--- src/rtl/sclk_div_pkg.sv ---
package sclk_div_pkg;

    localparam int LIN_W  = 8;
    localparam int EXP_W  = 4;
    localparam int CFG_W  = LIN_W + EXP_W + 1;
    localparam int EXP_MAX = (1 << EXP_W) - 1;
    localparam int TERM_W = (LIN_W > EXP_MAX) ? LIN_W : EXP_MAX;

    typedef logic [TERM_W-1:0] term_t;

    typedef enum logic {
        LAW_POW2   = 1'b0,
        LAW_LINEAR = 1'b1
    } div_law_e;

    // Bit layout: [12] law, [11:8] exponent, [7:0] linear count.
    typedef struct packed {
        div_law_e           law;
        logic [EXP_W-1:0]   exp_n;
        logic [LIN_W-1:0]   lin_n;
    } div_cfg_t;

    // Last count value of one toggle interval (interval length minus one).
    function automatic term_t cfg_to_term(div_cfg_t c);
        term_t t;
        if (c.law == LAW_LINEAR) begin
            t = term_t'(c.lin_n);
        end else begin
            t = term_t'((32'd1 << c.exp_n) - 32'd1);
        end
        return t;
    endfunction

endpackage

--- src/rtl/sclk_law_dec.sv ---
module sclk_law_dec
    import sclk_div_pkg::*;
(
    input  logic [CFG_W-1:0] cfg_raw,
    output term_t            term
);
    div_cfg_t cfg_s;

    always_comb begin
        cfg_s = div_cfg_t'(cfg_raw);
        term  = cfg_to_term(cfg_s);
    end
endmodule

--- src/rtl/sclk_tick_cnt.sv ---
module sclk_tick_cnt
    import sclk_div_pkg::*;
(
    input  logic  clk,
    input  logic  rst,
    input  logic  run,
    input  term_t term_in,
    output logic  hit
);
    term_t cnt_q;
    term_t term_q;

    assign hit = run && (cnt_q == term_q);

    always_ff @(posedge clk) begin
        if (rst) begin
            cnt_q  <= '0;
            term_q <= '0;
        end else if (!run) begin
            cnt_q  <= '0;
            term_q <= term_in;
        end else if (hit) begin
            cnt_q  <= '0;
            term_q <= term_in;
        end else begin
            cnt_q  <= cnt_q + term_t'(1);
        end
    end
endmodule

--- src/rtl/sclk_phase_reg.sv ---
module sclk_phase_reg (
    input  logic clk,
    input  logic rst,
    input  logic run,
    input  logic hit,
    output logic stb,
    output logic ph
);
    always_ff @(posedge clk) begin
        if (rst || !run) begin
            stb <= 1'b0;
            ph  <= 1'b0;
        end else begin
            stb <= hit;
            if (hit) begin
                ph <= ~ph;
            end
        end
    end
endmodule

--- src/rtl/sclk_dual_div.sv ---
module sclk_dual_div
    import sclk_div_pkg::*;
(
    input  logic             clk,
    input  logic             rst,
    input  logic             div_en,
    input  logic [CFG_W-1:0] div_cfg,
    output logic             tgl_stb,
    output logic             sclk_ph
);
    term_t term_w;
    logic  hit_w;

    sclk_law_dec u_dec (
        .cfg_raw (div_cfg),
        .term    (term_w)
    );

    sclk_tick_cnt u_cnt (
        .clk     (clk),
        .rst     (rst),
        .run     (div_en),
        .term_in (term_w),
        .hit     (hit_w)
    );

    sclk_phase_reg u_ph (
        .clk (clk),
        .rst (rst),
        .run (div_en),
        .hit (hit_w),
        .stb (tgl_stb),
        .ph  (sclk_ph)
    );
endmodule

--- config.mk ---
export PLATFORM = sky130hd
export DESIGN_NAME = sclk_dual_div
export DESIGN_NICKNAME = d
export VERILOG_FILES = /design/src/rtl/sclk_div_pkg.sv /design/src/rtl/sclk_law_dec.sv /design/src/rtl/sclk_tick_cnt.sv /design/src/rtl/sclk_phase_reg.sv /design/src/rtl/sclk_dual_div.sv
export SDC_FILE = /design/constraint.sdc
export NUM_CORES = 1
export LEC_CHECK = 0
export BUFFER_PORTS_ARGS = -buffer_cell sky130_fd_sc_hd__clkbuf_2
export CAP_MARGIN = 20
export CORE_UTILIZATION = 45
export CTS_CLUSTER_SIZE = 30
export DETAILED_ROUTE_END_ITERATION = 10
export GPL_ROUTABILITY_DRIVEN = 0
export HOLD_SLACK_MARGIN = 0.15
export PLACE_DENSITY = 0.71
export SETUP_SLACK_MARGIN = 0.1
export SYNTH_ARGS = -nofsm -noshare
export SYNTH_HDL_FRONTEND = slang
export SYNTH_SLANG_ARGS = --single-unit
--- constraint.sdc ---
create_clock -name clk -period 2.74 [get_ports clk]
set_clock_uncertainty 0.2 [all_clocks]
set_input_delay 0.548 -clock clk [delete_from_list [all_inputs] [get_ports clk]]
set_output_delay 0.548 -clock clk [all_outputs]
set_load 0.02 [all_outputs]
==> flow_metrics.tcl <==
set metrics [dict create \
    ant_nets 0 \
    r2r_start "u_cnt.cnt_q[1]" \
    drive_gt1_frac 0.1495 \
    power_frac_comb 0.158 \
    whs_path_depth 2 \
    cts_tree "done" \
    antenna_found_initial 0 \
    slew_headroom 0.6224 \
    die_height_um 64.57 \
    hold_viol_final 0 \
    postSynthCellCount 201 \
    setup_slack_ns 0.5311 \
    crit_required_ns 2.74 \
    peakVddDrop_v 0.0003324 \
    p_leak_nw 0.7846 \
    route.detailed.drc 0 \
    yosysWarnings 0 \
    setup-tns-final_ns 0 \
    p_int_mw 0.7783 \
    place_inst 255 \
    boundaryPins 18 \
    crit_path_end_kind "flip-flop" \
    grt_pass1_wl_um 5947 \
    vias 1356 \
    netSwitchingFraction 0.2583 \
    nNetsFinal 232 \
    cts_resized 0 \
    reg2reg_slack_ns 0.64 \
    drtIter0Drc 45 \
    status "completed" \
    drv_cap 0 \
    timing.final.crit_share 0.8062 \
    cts_hold_buffers 0 \
    fillers 347 \
    post_cts_buffers 0 \
    critPathLaunchType "input pin" \
    reg2regPathDepth 5 \
    path_clk_slew_ns 0.06 \
    cts_buffer_depth 2 \
    grt_pass1_vias 1261 \
    holdCritPathClass "flip-flop to flip-flop" \
    cts_buffers 5 \
    seq_power_share 0.477 \
    finalMaxSlewViolations 0 \
    antenna-diode-count 0 \
    area_delta_synth_final_pct 10.94 \
    setup-violations-final 0 \
    rsz0062_at_grt "no" \
    avgRoutedWirePerCell_um 12.89 \
    switching_power_mw 0.2711 \
    cts-root-buf "clkbuf_8" \
    dp_slack_ns 0.2705 \
    cp.arrival_ns 2.21 \
    ys_ff_latch 32 \
    wl_um 3378 \
    die_width_um 64.57 \
    stdcell_count 262 \
    multi_input_area_sq_mm 0.001050 \
    vias_per_cell 5.176 \
    grt_max_degree 16 \
    critical-path-slowest-cell "nor3_1" \
    gr-total-overflow 0 \
    synth_edf_count 0 \
    critical_path.max_fanout 13 \
    design.core.area_sq_mm 0.003716 \
    pwr-share-clk 0.365 \
    regArea_sq_um 640.6 \
    path_cells "clkbuf_2 -> nor3_1 -> nand2b_1 -> ha_1 -> nor4bb_1 -> a21oi_1 -> o22ai_1 -> o211ai_1 -> o21ai_1" \
    synth_nets 219 \
    async_flop_share 0 \
    initial_core_util 0.4741 \
    htree_levels 2 \
    synth_area_sq_mm 0.001762 \
    cp_slowest_stage_delay_ns 0.34 \
    synthFlopType "dfxtp_1" \
    cts.sinks 32 \
    grt_usage 0.1862 \
    seq_area_frac_synth 0.3636 \
    first_pass_iters 4 \
    clk_latency_ns 0.27 \
    fmax_mhz 452.7 \
    io_buffers 17 \
    placementRows 22 \
    worstReg2RegEnd "u_cnt.term_q[12]" \
    hold_end "u_cnt.term_q[8]" \
    post-route-min-period_ns 2.209 \
    die-area_sq_mm 0.004169 \
    tightest_slew_ns 0.5664 \
    yosysUniqueCellTypes 36 \
    synth.avg_cell_area_sq_um 8.765 \
    hp-start "u_cnt.term_q[8]" \
    critical_path_class "input pin to flip-flop" \
    powerDensity_mw_per_mm2 536.9 \
    dp_hpwl_um 2564 \
]
## power by group through the flow
stage / clock network [mW] / registers [mW] / logic, mW
after floorplan: 0 / 0.508 / 0.136
after global placement: 0 / 0.510 / 0.165
after detailed placement: 0 / 0.510 / 0.167
after CTS: 0.390 / 0.500 / 0.168
after global routing: 0.411 / 0.502 / 0.186
final: 0.383 / 0.500 / 0.166
## per-layer routing
layer / GRT usage / vias up / routed length (um)
met5: 0 / - / 0
met1: 0.2413 / 615 / 1675
met4: 0.06667 / 0 / 34
met3: 0.03345 / 2 / 82
met2: 0.3079 / 20 / 1586
li1: - / 719 / -
## final cells by class
type | count | area share
clock buffers | 7 | 0.04930
inverters | 4 | 0.007682
multi-input cells | 153 | 0.5371
flip-flops and latches | 32 | 0.3278
well taps | 48 | 0.03073
repair buffers | 18 | 0.04738
## sequential cells by signal, indices dropped and copies added (netlist names)
register      cells
u_cnt.term_q     15
u_ph.stb          1
u_ph.ph           1
u_cnt.cnt_q      15
## kinds of logic after synthesis
kind of cell | Yosys count | share of synthesized area
simple gates | 85 | 0.2798
flops | 32 | 0.3636
xor+xnor | 31 | 0.1541
compound gates | 30 | 0.1193
buf+inv | 16 | 0.04048
mux | 5 | 0.02841
fa+ha+maj | 2 | 0.01420
## stage by stage
stage | instance area, sq um | total power [mW] | utilization | hold slack [ns]
after global placement | 1858 | 0.6753 | 0.5000 | 0.2725
after floorplan | 1762 | 0.6442 | - | 0.2542
after detailed placement | 1858 | 0.6775 | 0.5000 | 0.2737
final | 1954 | 1.049 | 0.5259 | 0.2847
after global routing | 1954 | 1.099 | 0.5259 | 0.3046
after CTS | 1954 | 1.058 | 0.5259 | 0.2877
## cells in the final DEF, fill, tap and decap left out, types with 2 or more instances in the layout
cell type / synthesis / layout
and2_1: 3 / 3
a21oi_1: 7 / 7
o211ai_1: 2 / 2
inv_1: 3 / 3
nor3_1: 7 / 7
nor2_1: 24 / 24
xnor2_1: 9 / 9
a211oi_2: 2 / 2
and4_1: 2 / 2
o221ai_1: 4 / 4
nand2b_1: 11 / 11
and3_1: 3 / 3
clkbuf_2: 0 / 17
nand3_1: 10 / 10
nand2_1: 15 / 15
nor4_4: 3 / 3
ha_1: 2 / 2
dfxtp_1: 32 / 32
a221o_1: 2 / 2
o21ai_1: 4 / 4
o21ai_0: 4 / 4
xor2_1: 22 / 22
mux2i_1: 5 / 5
clkbuf_8: 0 / 7
or3_1: 2 / 2
## cells in the mapped netlist (3+ instances only)
| cell | number | area share |
|---|---|---|
| and3_1 | 3 | 0.011 |
| mux2i_1 | 5 | 0.028 |
| xor2_1 | 22 | 0.11 |
| o21ai_1 | 4 | 0.011 |
| nand2_1 | 15 | 0.032 |
| and2_1 | 3 | 0.011 |
| o221ai_1 | 4 | 0.020 |
| a21oi_1 | 7 | 0.020 |
| nand2b_1 | 11 | 0.039 |
| nand3_1 | 10 | 0.028 |
| inv_1 | 3 | 0.0064 |
| dfxtp_1 | 32 | 0.36 |
| nor2_1 | 24 | 0.051 |
| buf_4 | 3 | 0.013 |
| xnor2_1 | 9 | 0.045 |
| o21ai_0 | 4 | 0.011 |
| nor4_4 | 3 | 0.036 |
| clkbuf_1 | 9 | 0.019 |
| nor3_1 | 7 | 0.020 |
## worst max-delay path by stage
stage,start,endpoint,slack (ns),cells past startpoint
2_1_floorplan,div_cfg[9],u_cnt.term_q[10],0.47,10
3_3_place_gp,div_cfg[11],u_cnt.term_q[10],0.37,9
3_5_place_dp,div_cfg[11],u_cnt.term_q[10],0.27,9
4_1_cts,div_cfg[11],u_cnt.term_q[10],0.55,9
5_1_grt,div_cfg[11],u_cnt.term_q[10],0.20,9
6_report,div_cfg[11],u_cnt.term_q[10],0.53,9
## critical path, delay by kind of cell
kind	cells	cell delay, ns
compound gates	4	0.40
fa+ha+maj	1	0.31
buf+inv	1	0.16
simple gates	3	0.79
No activity file was read; power rests on OpenSTA's default activity.
